==> src/rtl/ct_pkg.sv <==
package ct_pkg;
  localparam int CTRL_W     = 6;
  localparam int EN_B       = 0;
  localparam int GATE_B     = 1;
  localparam int EXT_B      = 2;
  localparam int PS_LO      = 3;
  localparam int JOIN_B     = 5;
  localparam int PS_LOG_MAX = 8;
  localparam int PS_W       = PS_LOG_MAX;

  localparam logic [1:0] REG_CTRL = 2'd0;
  localparam logic [1:0] REG_CNT  = 2'd1;
  localparam logic [1:0] REG_PER  = 2'd2;
  localparam logic [1:0] REG_FLAG = 2'd3;

  typedef struct packed {
    logic tick;
    logic gateFall;
    logic gated;
    logic wrCnt;
  } halfStrb_t;

  typedef struct packed {
    halfStrb_t [1:0] half;
    logic            joined;
    logic [1:0]      clrFlag;
  } ctStrb_t;
endpackage

==> src/rtl/ct_control.sv <==
module ct_control import ct_pkg::*; #(
  parameter int HALF_W = 16
) (
  input  logic                         clk,
  input  logic                         rstN,
  input  logic                         wrEn,
  input  logic [2:0]                   addr,
  input  logic [HALF_W-1:0]            wrData,
  input  logic [1:0]                   extCnt,
  input  logic [1:0]                   gateIn,
  output logic [1:0][CTRL_W-1:0]       ctrlQ,
  output logic [1:0][HALF_W-1:0]       perQ,
  output ctStrb_t                      strb
);
  logic [1:0][PS_W-1:0] psCnt;
  logic [1:0] extPrev, gatePrev;
  logic [1:0] effEn, gatedV, rawV, tickV, fallV, wrCntV;
  logic joined;

  function automatic logic [PS_W-1:0] termCount(input logic [1:0] sel);
    int sh;
    int v;
    sh = (sel == 2'd3) ? PS_LOG_MAX : 3 * int'(sel);
    v  = (1 << sh) - 1;
    return v[PS_W-1:0];
  endfunction

  assign joined = ctrlQ[0][JOIN_B];

  always_comb begin
    for (int h = 0; h < 2; h++) begin
      effEn[h]  = ctrlQ[h][EN_B] & ~(joined & (h == 1));
      gatedV[h] = ctrlQ[h][GATE_B] & ~ctrlQ[h][EXT_B];
      rawV[h]   = effEn[h]
                & (ctrlQ[h][EXT_B] ? (extCnt[h] & ~extPrev[h]) : 1'b1)
                & (~gatedV[h] | gateIn[h]);
      tickV[h]  = rawV[h] & (psCnt[h] >= termCount(ctrlQ[h][PS_LO +: 2]));
      fallV[h]  = effEn[h] & gatedV[h] & gatePrev[h] & ~gateIn[h];
      wrCntV[h] = wrEn & (addr[2] == 1'(h)) & (addr[1:0] == REG_CNT);
    end
  end

  always_comb begin
    for (int h = 0; h < 2; h++) begin
      strb.half[h].tick     = tickV[h];
      strb.half[h].gateFall = fallV[h];
      strb.half[h].gated    = gatedV[h];
      strb.half[h].wrCnt    = wrCntV[h];
    end
    strb.joined  = joined;
    strb.clrFlag = (wrEn && addr == {1'b0, REG_FLAG}) ? wrData[1:0] : 2'b00;
  end

  always_ff @(posedge clk) begin
    if (!rstN) begin
      ctrlQ    <= '0;
      perQ     <= '1;
      psCnt    <= '0;
      extPrev  <= '0;
      gatePrev <= '0;
    end else begin
      for (int h = 0; h < 2; h++) begin
        if (wrEn && addr[2] == 1'(h) && addr[1:0] == REG_CTRL)
          ctrlQ[h] <= wrData[CTRL_W-1:0];
        if (wrEn && addr[2] == 1'(h) && addr[1:0] == REG_PER)
          perQ[h] <= wrData;
        if (!effEn[h])
          psCnt[h] <= '0;
        else if (rawV[h])
          psCnt[h] <= tickV[h] ? '0 : psCnt[h] + 1'b1;
      end
      extPrev  <= extCnt;
      gatePrev <= gateIn;
    end
  end

  for (genvar g = 0; g < 2; g++) begin : g_chk
    AST_PS_CLEAR_OFF: assert property (@(posedge clk) disable iff (!rstN)
      $past(!effEn[g]) |-> psCnt[g] == '0);
  end
endmodule

==> src/rtl/ct_datapath.sv <==
module ct_datapath import ct_pkg::*; #(
  parameter int HALF_W = 16
) (
  input  logic                   clk,
  input  logic                   rstN,
  input  ctStrb_t                strb,
  input  logic [HALF_W-1:0]      wrData,
  input  logic [1:0][HALF_W-1:0] perQ,
  output logic [1:0][HALF_W-1:0] cntQ,
  output logic [1:0]             flags,
  output logic                   trig
);
  localparam int FULL_W = 2 * HALF_W;

  logic [FULL_W-1:0] full, perFull, fullNext;
  logic matchJ, gatedEff;
  logic [1:0] matchH, setFlag;
  logic [1:0][HALF_W-1:0] cntNext;

  assign full     = {cntQ[1], cntQ[0]};
  assign perFull  = {perQ[1], perQ[0]};
  assign matchJ   = strb.joined & strb.half[0].tick & (full == perFull);
  assign fullNext = matchJ ? '0 : full + 1'b1;
  assign gatedEff = strb.joined ? strb.half[0].gated : strb.half[1].gated;

  always_comb begin
    for (int h = 0; h < 2; h++)
      matchH[h] = ~strb.joined & strb.half[h].tick & (cntQ[h] == perQ[h]);

    cntNext = cntQ;
    if (strb.joined) begin
      if (strb.half[0].tick) begin
        cntNext[0] = fullNext[HALF_W-1:0];
        cntNext[1] = fullNext[FULL_W-1:HALF_W];
      end
    end else begin
      for (int h = 0; h < 2; h++)
        if (strb.half[h].tick)
          cntNext[h] = matchH[h] ? '0 : cntQ[h] + 1'b1;
    end
    for (int h = 0; h < 2; h++)
      if (strb.half[h].wrCnt) cntNext[h] = wrData;

    setFlag[0] = ~strb.joined & ((matchH[0] & ~strb.half[0].gated) | strb.half[0].gateFall);
    setFlag[1] = strb.joined
               ? ((matchJ & ~strb.half[0].gated) | strb.half[0].gateFall)
               : ((matchH[1] & ~strb.half[1].gated) | strb.half[1].gateFall);
  end

  always_ff @(posedge clk) begin
    if (!rstN) begin
      cntQ  <= '0;
      flags <= '0;
      trig  <= 1'b0;
    end else begin
      cntQ  <= cntNext;
      flags <= (flags & ~strb.clrFlag) | setFlag;
      trig  <= strb.joined ? matchJ : matchH[1];
    end
  end

  AST_LO_FLAG_QUIET_JOINED: assert property (@(posedge clk) disable iff (!rstN)
    $past(strb.joined) |-> !$rose(flags[0]));
  AST_WRAP_TO_ZERO: assert property (@(posedge clk) disable iff (!rstN)
    $past(!strb.joined && strb.half[0].tick && !strb.half[0].wrCnt && cntQ[0] == perQ[0])
      |-> cntQ[0] == '0);
  AST_JOINED_CARRY: assert property (@(posedge clk) disable iff (!rstN)
    $past(strb.joined && strb.half[0].tick && !strb.half[1].wrCnt
          && cntQ[0] == '1 && full != perFull)
      |-> cntQ[1] == $past(cntQ[1]) + 1'b1);
  AST_TRIG_SETS_FLAG: assert property (@(posedge clk) disable iff (!rstN)
    trig |-> (flags[1] || $past(gatedEff)));
endmodule

==> src/rtl/cascade_timer.sv <==
module cascade_timer import ct_pkg::*; #(
  parameter int HALF_W = 16
) (
  input  logic              clk,
  input  logic              rstN,
  input  logic              wrEn,
  input  logic [2:0]        addr,
  input  logic [HALF_W-1:0] wrData,
  output logic [HALF_W-1:0] rdData,
  input  logic [1:0]        extCnt,
  input  logic [1:0]        gateIn,
  output logic [1:0]        irq,
  output logic              convTrig
);
  logic [1:0][CTRL_W-1:0] ctrlQ;
  logic [1:0][HALF_W-1:0] perQ, cntQ;
  logic [1:0]             flags;
  ctStrb_t                strb;

  ct_control #(.HALF_W(HALF_W)) u_ctrl (
    .clk(clk), .rstN(rstN), .wrEn(wrEn), .addr(addr), .wrData(wrData),
    .extCnt(extCnt), .gateIn(gateIn), .ctrlQ(ctrlQ), .perQ(perQ), .strb(strb)
  );

  ct_datapath #(.HALF_W(HALF_W)) u_dp (
    .clk(clk), .rstN(rstN), .strb(strb), .wrData(wrData), .perQ(perQ),
    .cntQ(cntQ), .flags(flags), .trig(convTrig)
  );

  assign irq = flags;

  always_comb begin
    case (addr[1:0])
      REG_CTRL: rdData = {{(HALF_W-CTRL_W){1'b0}}, ctrlQ[addr[2]]};
      REG_CNT:  rdData = cntQ[addr[2]];
      REG_PER:  rdData = perQ[addr[2]];
      default:  rdData = addr[2] ? '0 : {{(HALF_W-2){1'b0}}, flags};
    endcase
  end
endmodule

==> config.mk <==
export PLATFORM = sky130hd
export DESIGN_NAME = cascade_timer
export DESIGN_NICKNAME = d
export VERILOG_FILES = /design/src/rtl/ct_pkg.sv /design/src/rtl/ct_control.sv /design/src/rtl/ct_datapath.sv /design/src/rtl/cascade_timer.sv
export SDC_FILE = /design/constraint.sdc
export NUM_CORES = 1
export LEC_CHECK = 0
export BUFFER_PORTS_ARGS = -buffer_cell sky130_fd_sc_hd__buf_2
export CAP_MARGIN = 20
export CORE_UTILIZATION = 40
export CTS_BUF_LIST = sky130_fd_sc_hd__clkbuf_8
export CTS_CLUSTER_SIZE = 40
export DETAILED_ROUTE_END_ITERATION = 8
export PLACE_DENSITY = 0.53
export SYNTH_ARGS = -nofsm -noshare
export SYNTH_HDL_FRONTEND = slang
export SYNTH_HIERARCHICAL = 1
export SYNTH_SLANG_ARGS = --single-unit
==> constraint.sdc <==
create_clock -name clk -period 7.4 [get_ports clk]
set_clock_uncertainty 0.05 [all_clocks]
set_input_delay 2.22 -clock clk [delete_from_list [all_inputs] [get_ports clk]]
set_output_delay 2.22 -clock clk [all_outputs]
set_load 0.05 [all_outputs]
==> Yosys cells after proc, flatten, opt, wreduce, memory -nomap -nowiden <==
Index checks and enable logic that the tools add are counted.
{ "totals": {"regBits": 99, "latch_bits": 0, "mem_bits_rw": 0, "mem_bits_ro": 0, "input_bits": 26, "output_inout_bits": 19, "elab_cells": 123, "n_memories": 0} }
{ "classes": {"n_addsub": 7, "mul": 2, "div": 0, "n_lt_le_gt_ge": 3, "n_eq_ne": 9, "shift": 2, "n_mux": 26, "bitwise_logic": 49, "n_reduce_logical": 13} }
{ "ops": {"columns": ["op", "count"], "rows": [
  ["2-to-1 mux 16 bit", 10],
  ["2-to-1 mux 32 bit", 5],
  ["left shift 1 x 32 -> 8 bit, first input constant", 2],
  ["one-hot mux 16 bit (3 select lines)", 1],
  ["adder 16 x 1 -> 16 bit, second input constant", 2],
  ["adder 32 x 1 -> 32 bit, second input constant", 1],
  ["== test 16 bit", 2],
  ["== test 32 bit", 1],
  ["bitwise AND 1 bit", 31],
  ["adder 8 x 1 -> 8 bit, second input constant", 2],
  [">= comparator 8 bit", 2],
  ["2-to-1 mux 8 bit", 2],
  ["subtractor 8 x 2 -> 8 bit, second input constant", 2],
  ["2-to-1 mux 6 bit", 2],
  ["NOT 1 bit", 10],
  ["multiplier 2 x 2 -> 4 bit, first input constant", 2],
  ["logical AND 1 bit", 7],
  ["== test 2 bit, second input constant", 3],
  ["AND reduction 2 bit", 3],
  ["OR 1 bit", 5],
  ["2-to-1 mux 1 bit", 4],
  ["2-to-1 mux 2 bit", 2],
  ["== test 3 x 2 -> 1 bit, second input constant", 1],
  ["!= test 3 bit, second input constant", 1],
  ["other kinds (8)", 8]
]} }

==> Logic depth before layout (Yosys ltp) <==
Gate-level depths: netlist of the first run.
{ "logic_depth": {"ltp_word": 12, "depth_mapped": 16} }

==> Cells and area by module <==
The synthesis of the first run kept the hierarchy.
{ "modules_own_cells": {"columns": ["mod", "n_inst", "cells_per_inst", "area_per_inst_um2"], "rows": [
  ["ct_control", 1, 378, 3085.5],
  ["ct_datapath", 1, 349, 2776.4],
  ["cascade_timer", 1, 82, 698.2]
]} }

==> Worst setup path before layout of the first run <==
No wires, ideal clock.
{ "synth_path": {"path_type": "input -> output", "startpoint": "input addr[0]", "endpoint": "output rdData[2]", "t_arrival_ns": 3.587, "t_required_ns": 5.130, "setup_slack_ns": 1.543, "path_stages": 5, "path_buffers": 2, "path_cell_list": "buf_6 > buf_6 > mux2_1 > nand2_1 > a31oi_1"} }
{ "synth_via": {"elab_chain_cells": 2, "word_cells_on_any_way": 4, "classes_between": "eq/ne: 2; mux: 1; reduce/logical: 1"} }
{ "synth_rtl": {"columns": ["element", "line", "text"], "rows": [
  ["start: declaration", "cascade_timer.sv:7", "input logic [2:0] addr,"],
  ["== test 2 bit, or another cell as far along", "cascade_timer.sv:33", "case (addr[1:0])"],
  ["one-hot mux 16 bit (3 select lines) *", "cascade_timer.sv:33", null],
  ["end: declaration", "cascade_timer.sv:9", "output logic [HALF_W-1:0] rdData,"]
]} }
Mark *: on every way between the ends. The rest lies on a longest branch, timed or not.

==> Final worst setup path of the first run <==
{ "layout_path": {"startpoint": "input addr[2]", "endpoint": "output rdData[6]"} }
{ "layout_via": {"elab_chain_cells": 3, "word_cells_on_any_way": 5, "classes_between": "mux: 5"} }
{ "layout_rtl": {"columns": ["element", "line"], "rows": [
  ["2-to-1 mux 16 bit, on equally long branches (2 in a row)", "cascade_timer.sv:36, cascade_timer.sv:35"],
  ["one-hot mux 16 bit (3 select lines) *", "cascade_timer.sv:33"]
]} }
Mark *: on every way between the ends. The rest lies on a longest branch, timed or not. The select of a mux whose other input is x is not followed.

==> metrics, run 1 <==
Synth Net Count 861; Tmin final 5.92 ns; Critical Path Sink Type primary output; global placer's final weighted congestion 0.900; kind of critical path in -> out; Final Instance Area 7140 µm²; outcome complete, no violations; fraction of the yosys area taken by sequential cells 0.302; ys async rst share 0; number of buffers added for setup after CTS 0; static leakage 0.00273 µW; post-DP HPWL 15.0 mm; leading area contributor after synthesis dfxtp_1; Critical Path RT 5.13 ns; All-Layer GR Usage 0.250; Pre-antenna DRT Iters 5; maxcap violations 0; via count 6,112; die area 16,900 µm²; n_diodes 0; commonest non-fill, non-tap cell in the layout nand2_1; r2r setup slk 3.15 ns; Starting Density 0.411; Worst-Skew Late Latency 0.40 ns; Hold Crit Depth 2; Max Fclk 0.169 GHz; post-synth cell types 80; Final Max Slew Viols 0; H-Tree Depth 3; vias in the first global route 5,852; worst r2r dst u_dp/cntQ[31]; Num CTS Buffers 9; slew of the pin with the lowest slew margin 0.972 ns; antenna violations before repair 0; Peak VDD IR 0.0000764 V; arrival time at the worst endpoint 3.65 ns; most used flip-flop cell after synthesis dfxtp_1; vias per cell 5.80; clock sink total 99; worst r2r src u_ctrl/ctrlQ[3]; area occupied by multi-input gates 4280 µm²; Placeable Area 15,900 µm²; I/O pins 45; WHS Endpoint u_ctrl/perQ[26]; layout cell share with drive strength beyond 1 0.130; clock-pin slew on the worst setup and hold paths 0.10 ns; top cell type's share of synthesized area 0.302; Post-Synthesis Cells 809; DIE HEIGHT 130 µm; fill count 1,647; number of synthesized flops with an enable pin 0; Worst path most repeated cell buf_2; Port Buf Inserts 44; Final ANT Viol Nets 0; final wirelength 20.3 mm; RSZ-0062 raised after global routing no; CTS max path bufs 2; Cell Area, Synth 6560 µm²; Hold Startpoint u_ctrl/perQ[26]; Hold WC Path Type reg -> reg; worst reg2reg path depth 15; Fin. Hold Viols 0; wire length per cell 19.2 µm; final worst-path setup slack 1.48 ns; crit path max-delay cell type buf_4; Place WS 1.52 ns; row count 46; largest cells by area after synthesis dfxtp_1 (30%), nand2_1 (8.1%), mux2i_1 (5.3%), ha_1 (5.0%), nand3_1 (4.8%); placed inst area 6890 µm²; pwr dens 165 nW/µm²; CTS Root Cell clkbuf_8; period utilization 0.800; CTS tree done; grt ovf 0; Max-Slew Margin vs Limit 0.351; setup TNS 0 ns; most frequent cells in the layout nand2_1 (141), dfxtp_1 (99), nand3_1 (63); Post-CTS Hold Buffers 0; Final #Nets 885; Post-CTS Resized 0; largest stage delay on the critical path 0.41 ns; synth warn 6; Area Overhead vs Synth 8.91%; # setup viols final 0; Max FO, Critical Path 22; global-route wire length before repair 32.1 mm; DRC viols 0; average cell area after synthesis 8.11 µm²; CP Cell Sequence buf_2, buf_4, mux2i_1, o22ai_1, buf_2; largest net degree at the start of global routing 51; CP startpoint kind input port; 1st-iter DRT viols 428; Die X 130 µm; Synth Register Bits 99; Seq. cell area 1980 µm²
-- worst max-delay path by stage --
stage / endpoint / cells past startpoint / from
after global placement: rdData[6] / 5 / addr[2]
after CTS: rdData[6] / 5 / addr[2]
after floorplan: rdData[2] / 5 / addr[0]
after detailed placement: rdData[6] / 5 / addr[2]
after global routing: rdData[6] / 5 / addr[2]
final: rdData[6] / 5 / addr[2]
-- logic make-up after synthesis --
| kind of cell | synth area share |
|---|---|
| buffers and inverters | 0.0452 |
| XOR/XNOR | 0.0561 |
| adder cells (fa/ha/maj) | 0.0496 |
| multiplexers | 0.0769 |
| AO/OA/AOI/OAI | 0.171 |
| AND/OR/NAND/NOR | 0.299 |
| flip-flops | 0.302 |
-- worst max-delay path: cells and delay by family --
family / cells / cell delay (ns)
buf+inv: 3 / 1.06
compound gates: 1 / 0.22
mux: 1 / 0.13
-- metal layers --
layer,vias to the layer above,wire (µm),global-route usage
li1,2960,-,-
met1,2987,9340,0.334
met2,131,9750,0.408
met3,34,681,0.0262
met4,0,493,0.105
met5,-,0,0
-- per-stage QoR --
step                      utilization  power [µW]  cells  hold WS, ns
final                           0.448        1180   1054        0.453
after global routing            0.448        1230   1054        0.482
after CTS                       0.448        1190   1053        0.453
after detailed placement        0.432         751   1037        0.438
after global placement          0.432         747   1036        0.422
after floorplan                     -         699    809        0.411
-- power breakdown --
group / leakage (µW) / switching (µW) / total [µW] / internal, µW
logic: 0.00181 / 109 / 165 / 56.6
registers: 0.000805 / 27.2 / 576 / 549
clock network: 0.000120 / 213 / 441 / 228
total: 0.00273 / 349 / 1180 / 833
-- state kept, by name (all words and copies together) (netlist names) --
name / cells
u_ctrl/ctrlQ: 12
u_ctrl/psCnt: 16
u_dp/trig: 1
u_ctrl/gatePrev: 2
u_dp/cntQ: 32
u_dp/flags: 2
u_ctrl/extPrev: 2
u_ctrl/perQ: 32
-- cell type report --
| cell class | instances | share of cell area |
|---|---|---|
| clock inverters | 7 | 0.0173 |
| repair buffers | 52 | 0.0392 |
| multi-input cells | 649 | 0.599 |
| inverters | 22 | 0.0116 |
| well taps | 216 | 0.0378 |
| clock buffers | 9 | 0.0173 |
| flip-flops and latches | 99 | 0.277 |
-- Yosys cell counts (all sizes together) (5+ instances only) --
cell and n:
o22ai 12, and4 5, clkbuf 21, nor4 12
and3 8, and2 12, xnor2 9, a221oi 12
a31oi 18, ha 26, mux2i 35, nor2b 33
nand2 141, nor3 19, xor2 33, o311ai 7
or3 9, nor3b 13, a21oi 24, nor2 33
mux2 13, dfxtp 99, nand2b 10, buf 18
nand3 63, inv 22, nand4 9, o21ai 42
(Power assumes the default switching activity.)
==> run 2: changes to the inputs <==
Settings changed: PLACE_DENSITY 0.53 to 0.55.
Clock period 7.4 ns to 5.41 ns, I/O delays scaled along.
==> metrics, run 2 (synthesis results as in run 1) <==
largest stage delay on the critical path 0.44 ns (was 0.41 ns); Peak VDD IR 0.000126 V (was 0.0000764 V); Pre-antenna DRT Iters 5 (unchanged); Final ANT Viol Nets 0 (unchanged); DIE HEIGHT 130 µm (unchanged); crit path max-delay cell type buf_4 (unchanged); Top Registers u_ctrl/perQ: 32 flops, u_dp/cntQ: 32 flops, u_ctrl/psCnt: 16 flops (unchanged); Worst-Skew Late Latency 0.40 ns (about the same); period utilization 0.867; H-Tree Depth 3 (unchanged); global-route wire length before repair 32.1 mm (about the same); Hold WC Path Type reg -> reg (unchanged); All-Layer GR Usage 0.249 (was 0.250); Max FO, Critical Path 28 (was 22); DRC viols 0 (unchanged); clock sink total 99 (unchanged); Port Buf Inserts 44 (unchanged); vias per cell 5.86 (was 5.80); largest net degree at the start of global routing 30 (was 51); wire length per cell 19.2 µm (about the same); Die X 130 µm (unchanged); clock-pin slew on the worst setup and hold paths 0.10 ns (about the same); Starting Density 0.411 (unchanged); kind of critical path in -> out (unchanged); I/O pins 45 (unchanged); Final #Nets 888 (was 885); Worst path most repeated cell buf_2 (unchanged); placed cells 1,040 (was 1,037); layout cell share with drive strength beyond 1 0.132 (was 0.130); CP Cell Sequence buf_2, buf_4, mux2i_1, o22ai_1, buf_2 (unchanged); n_diodes 0 (unchanged); Final Max Slew Viols 0 (unchanged); gr busiest metal met2 (unchanged); Fin. Hold Viols 0 (unchanged); CTS max path bufs 2 (unchanged); r2r setup slk 1.59 ns (was 3.15 ns); Post-CTS Hold Buffers 0 (unchanged); CTS Root Cell clkbuf_8 (unchanged); # setup viols final 0 (unchanged); final hold slack 0.454 ns (was 0.453 ns); commonest non-fill, non-tap cell in the layout nand2_1 (unchanged); Max-Slew Margin vs Limit 0.247 (was 0.351); grt ovf 0 (unchanged); GR Util met1 0.322 (was 0.334); Final Instance Count excl. Fillers 1,057 (was 1,054); arrival time at the worst endpoint 3.02 ns (was 3.65 ns); Critical Path RT 3.74 ns (was 5.13 ns); outcome complete, no violations (unchanged); Num CTS Buffers 9 (unchanged); Place WS 0.739 ns (was 1.52 ns); vias in the first global route 5,870 (was 5,852); Critical Path Sink Type primary output (unchanged); CTS tree done (unchanged); final worst-path setup slack 0.719 ns (was 1.48 ns); maxcap violations 0 (unchanged); GR met2 Demand/Resource 0.418 (was 0.408); number of buffers added for setup after CTS 0 (unchanged); Post-CTS Resized 0 (unchanged); Design Power 1490 µW (was 1180 µW); antenna violations before repair 0 (unchanged); Max Fclk 0.213 GHz; pwr dens 210 nW/µm² (was 165 nW/µm²); Seq. cell area 1980 µm² (unchanged); post-DP HPWL 14.9 mm (was 15.0 mm); CP startpoint kind input port (unchanged); most frequent cells in the layout nand2_1 (141), dfxtp_1 (99), nand3_1 (63) (unchanged); via count 6,190 (was 6,112); area occupied by multi-input gates 4280 µm² (unchanged); Area Overhead vs Synth 8.33% (was 8.91%); setup TNS 0 ns (unchanged); Placeable Area 15,900 µm² (unchanged); die area 16,900 µm² (unchanged); crit-path leading delay family buffers and inverters (unchanged); Tmin final 4.69 ns; slew of the pin with the lowest slew margin 1.13 ns (was 0.972 ns); 1st-iter DRT viols 452 (was 428); Crit path buffers/inverters 3 (unchanged); RSZ-0062 raised after global routing no (unchanged); fill count 1,590 (was 1,647); global placer's final weighted congestion 0.855 (was 0.900); static leakage 0.00272 µW (was 0.00273 µW); row count 46 (unchanged); final wirelength 20.2 mm (was 20.3 mm); GR Layer Usage met3 0.0357 (was 0.0262)
[run 2: path summary, 6_finish.rpt]
path / startpoint / endpoint / cells past startpoint
worst min-delay path: u_ctrl/psCnt[0] / u_ctrl/psCnt[0] / 2
worst max-delay path: addr[2] / rdData[6] / 5
worst max register to register: u_ctrl/ctrlQ[4] / u_dp/cntQ[31] / 16
worst min register to register: u_ctrl/psCnt[0] / u_ctrl/psCnt[0] / 2
[run 2: where the power goes]
part	total, µW	switching [µW]	internal [µW]
clock	478	302	177
combinational	228	148	79.5
sequential	788	37.8	751
[run 2: metrics by stage]
| step | util | instance area (µm²) |
|---|---|---|
| floorplan | - | 6560 |
| finish | 0.446 | 7110 |
| CTS | 0.445 | 7100 |
| global placement | 0.433 | 6900 |
| detailed placement | 0.434 | 6920 |
| global route | 0.446 | 7110 |
[run 2: final cells by class]
type / instances / share of cell area
clock inverters: 7 / 0.00845
flip-flops and latches: 99 / 0.279
clock buffers: 9 / 0.0174
inverters: 22 / 0.0116
well taps: 216 / 0.0380
multi-input cells: 649 / 0.602
repair buffers: 55 / 0.0431
[run 2: metal layers]
layer / vias to the layer above / part of all wire
met5: - / 0
met4: 0 / 0.027
met3: 33 / 0.040
met2: 175 / 0.48
met1: 3008 / 0.45
li1: 2974 / -
[run 2: worst register-to-register path, stage by stage (launching register included)]
cell and delay, ns:
dfxtp_1 0.52, inv_1 0.18, ha_1 0.31, nor3b_1 0.22, xnor2_1 0.17, ha_1 0.17
a21oi_1 0.05, o21ai_0 0.15, a31oi_1 0.07, nor2_1 0.10, buf_4 0.25, nand2_1 0.14
nand2_1 0.34, nand2_1 0.32, a31oi_2 0.38, and4_1 0.23, nor3_1 0.05
==> run 3: changes to the inputs <==
Settings changed: ABC_CLOCK_PERIOD_IN_PS set to 5410, BUFFER_PORTS_ARGS -buffer_cell sky130_fd_sc_hd__buf_2 to unset, DONT_BUFFER_PORTS set to 1, PLACE_DENSITY 0.55 to 0.52.
==> metrics, run 3 (synthesis results as in run 1) <==
arrival time at the worst endpoint 2.65 ns (was 3.02 ns); Final Max Slew Viols 0 (unchanged); CP startpoint kind input port (unchanged); Hold WC Path Type reg -> reg (unchanged); Final Util 0.437 (was 0.446); # setup viols final 0 (unchanged); Placeable Area 15,900 µm² (unchanged); row count 46 (unchanged); largest stage delay on the critical path 0.34 ns (was 0.44 ns); Top Registers u_ctrl/perQ: 32 flops, u_dp/cntQ: 32 flops, u_ctrl/psCnt: 16 flops (unchanged); grt ovf 0 (unchanged); CTS tree done (unchanged); die area 16,900 µm² (unchanged); Worst-Skew Late Latency 0.39 ns (was 0.40 ns); Max-Slew Margin vs Limit 0.293 (was 0.247); pwr dens 213 nW/µm² (was 210 nW/µm²); r2r setup slk 1.12 ns (was 1.59 ns); worst reg2reg path depth 15 (was 16); commonest non-fill, non-tap cell in the layout nand2_1 (unchanged); Pre-antenna DRT Iters 5 (unchanged); crit path max-delay cell type o22ai_1 (was buf_4); final wirelength 20.6 mm (was 20.2 mm); kind of critical path in -> out (unchanged); static leakage 0.00259 µW (was 0.00272 µW); antenna violations before repair 0 (unchanged); post-DP HPWL 15.0 mm (was 14.9 mm); Post-CTS Resized 0 (unchanged); global placer's final weighted congestion 0.869 (was 0.855); Critical Path Sink Type primary output (unchanged); largest net degree at the start of global routing 81 (was 30); crit-path leading delay family buffers and inverters (unchanged); most frequent cells in the layout nand2_1 (141), dfxtp_1 (99), nand3_1 (63) (unchanged); vias per cell 5.90 (was 5.86); Peak VDD IR 0.0000918 V (was 0.000126 V); clock sink total 99 (unchanged); maxcap violations 0 (unchanged); slew of the pin with the lowest slew margin 1.06 ns (was 1.13 ns); vias in the first global route 5,814 (was 5,870); period utilization 0.799 (was 0.867); CTS max path bufs 2 (unchanged); setup TNS 0 ns (unchanged); Max Fclk 0.231 GHz (was 0.213 GHz); Num CTS Buffers 9 (unchanged); worst r2r src u_ctrl/ctrlQ[4] (unchanged); layout cell share with drive strength beyond 1 0.0943 (was 0.132); RSZ-0062 raised after global routing no (unchanged); Port Buf Inserts 0 (was 44); All-Layer GR Usage 0.252 (was 0.249); global-route wire length before repair 32.2 mm (was 32.1 mm); n_diodes 0 (unchanged); clock-pin slew on the worst setup and hold paths 0.10 ns (about the same); CTS Root Cell clkbuf_8 (unchanged); Hold Crit Depth 2 (unchanged); DIE HEIGHT 130 µm (unchanged); CP Cell Sequence inv_2, nand2_1, o22ai_1, buf_4 (was buf_2, buf_4, mux2i_1, o22ai_1, buf_2); Die X 130 µm (unchanged); Crit path buffers/inverters 2 (was 3); wire length per cell 20.1 µm (was 19.2 µm); number of buffers added for setup after CTS 0 (unchanged); via count 6,033 (was 6,190); Area Overhead vs Synth 6.24% (was 8.33%); 1st-iter DRT viols 475 (was 452); Hold Startpoint u_ctrl/perQ[28] (was u_ctrl/psCnt[0]); Fin. Hold Viols 0 (unchanged); outcome complete, no violations (unchanged); Critical Path RT 3.74 ns (about the same); DRC viols 0 (unchanged); Post-CTS Hold Buffers 0 (unchanged); Tmin final 4.32 ns (was 4.69 ns); Starting Density 0.411 (unchanged); Max FO, Critical Path 17 (was 28); Final #Nets 853 (was 888); H-Tree Depth 3 (unchanged); I/O pins 45 (unchanged); WHS Endpoint u_ctrl/perQ[28] (was u_ctrl/psCnt[0]); worst r2r dst u_dp/cntQ[31] (unchanged); Final ANT Viol Nets 0 (unchanged)
[run 3: cell count changes in the layout (fill, tap and decap cells not counted), sizes merged]
cell	delta
buf	-35
bufinv	+1
clkbuf	+1
clkinvlp	-1
clkinv	+2
inv	-3
[run 3: final cells by class]
type,count,area [µm²]
fill,1636,8970
multi-input combinational,649,4280
sequential,99,1980
tap,216,270
timing repair buffer,20,150
clock buffer,10,138
inverter,22,82.6
clock inverter,6,65.1
[run 3: per-stage QoR]
stage / hold WS (ns) / instances / power (µW) / worst slack [ns] / instance area (µm²)
2_1_floorplan: 0.411 / 809 / 956 / 0.747 / 6560
3_3_place_gp: 0.428 / 1005 / 985 / 1.14 / 6760
3_5_place_dp: 0.437 / 1005 / 989 / 1.12 / 6760
4_1_cts: 0.450 / 1021 / 1500 / 1.11 / 6960
5_1_grt: 0.489 / 1022 / 1550 / 0.737 / 6970
6_report: 0.449 / 1022 / 1490 / 1.09 / 6970
[run 3: worst reg2reg max path: cells and delay by family (launching register included)]
family | cells | cell delay (ns)
buffers and inverters | 3 | 0.47
AO/OA/AOI/OAI | 3 | 1.22
flip-flops | 1 | 0.50
AND/OR/NAND/NOR | 7 | 1.49
adder cells (fa/ha/maj) | 2 | 0.46
[run 3: metal layers]
metal | track usage | up-vias | part of all wire
li1 | - | 2897 | -
met1 | 0.332 | 2946 | 0.45
met2 | 0.413 | 156 | 0.48
met3 | 0.0291 | 34 | 0.040
met4 | 0.110 | 0 | 0.030
met5 | 0 | - | 0
[run 3: worst max-delay path by stage]
stage / end / from / slack (ns) / cells past startpoint
floorplan: rdData[2] / addr[0] / 0.75 / 5
global placement: rdData[6] / addr[1] / 1.14 / 4
detailed placement: rdData[6] / addr[1] / 1.12 / 4
CTS: rdData[6] / addr[1] / 1.11 / 4
global route: u_dp/cntQ[31] / u_ctrl/ctrlQ[4] / 0.74 / 15
finish: rdData[6] / addr[1] / 1.09 / 4
[run 3: report_power, final]
part	switching [µW]	leakage, µW	internal [µW]
clock network	284	0.000108	228
registers	38.3	0.000805	751
logic	111	0.00168	74.3
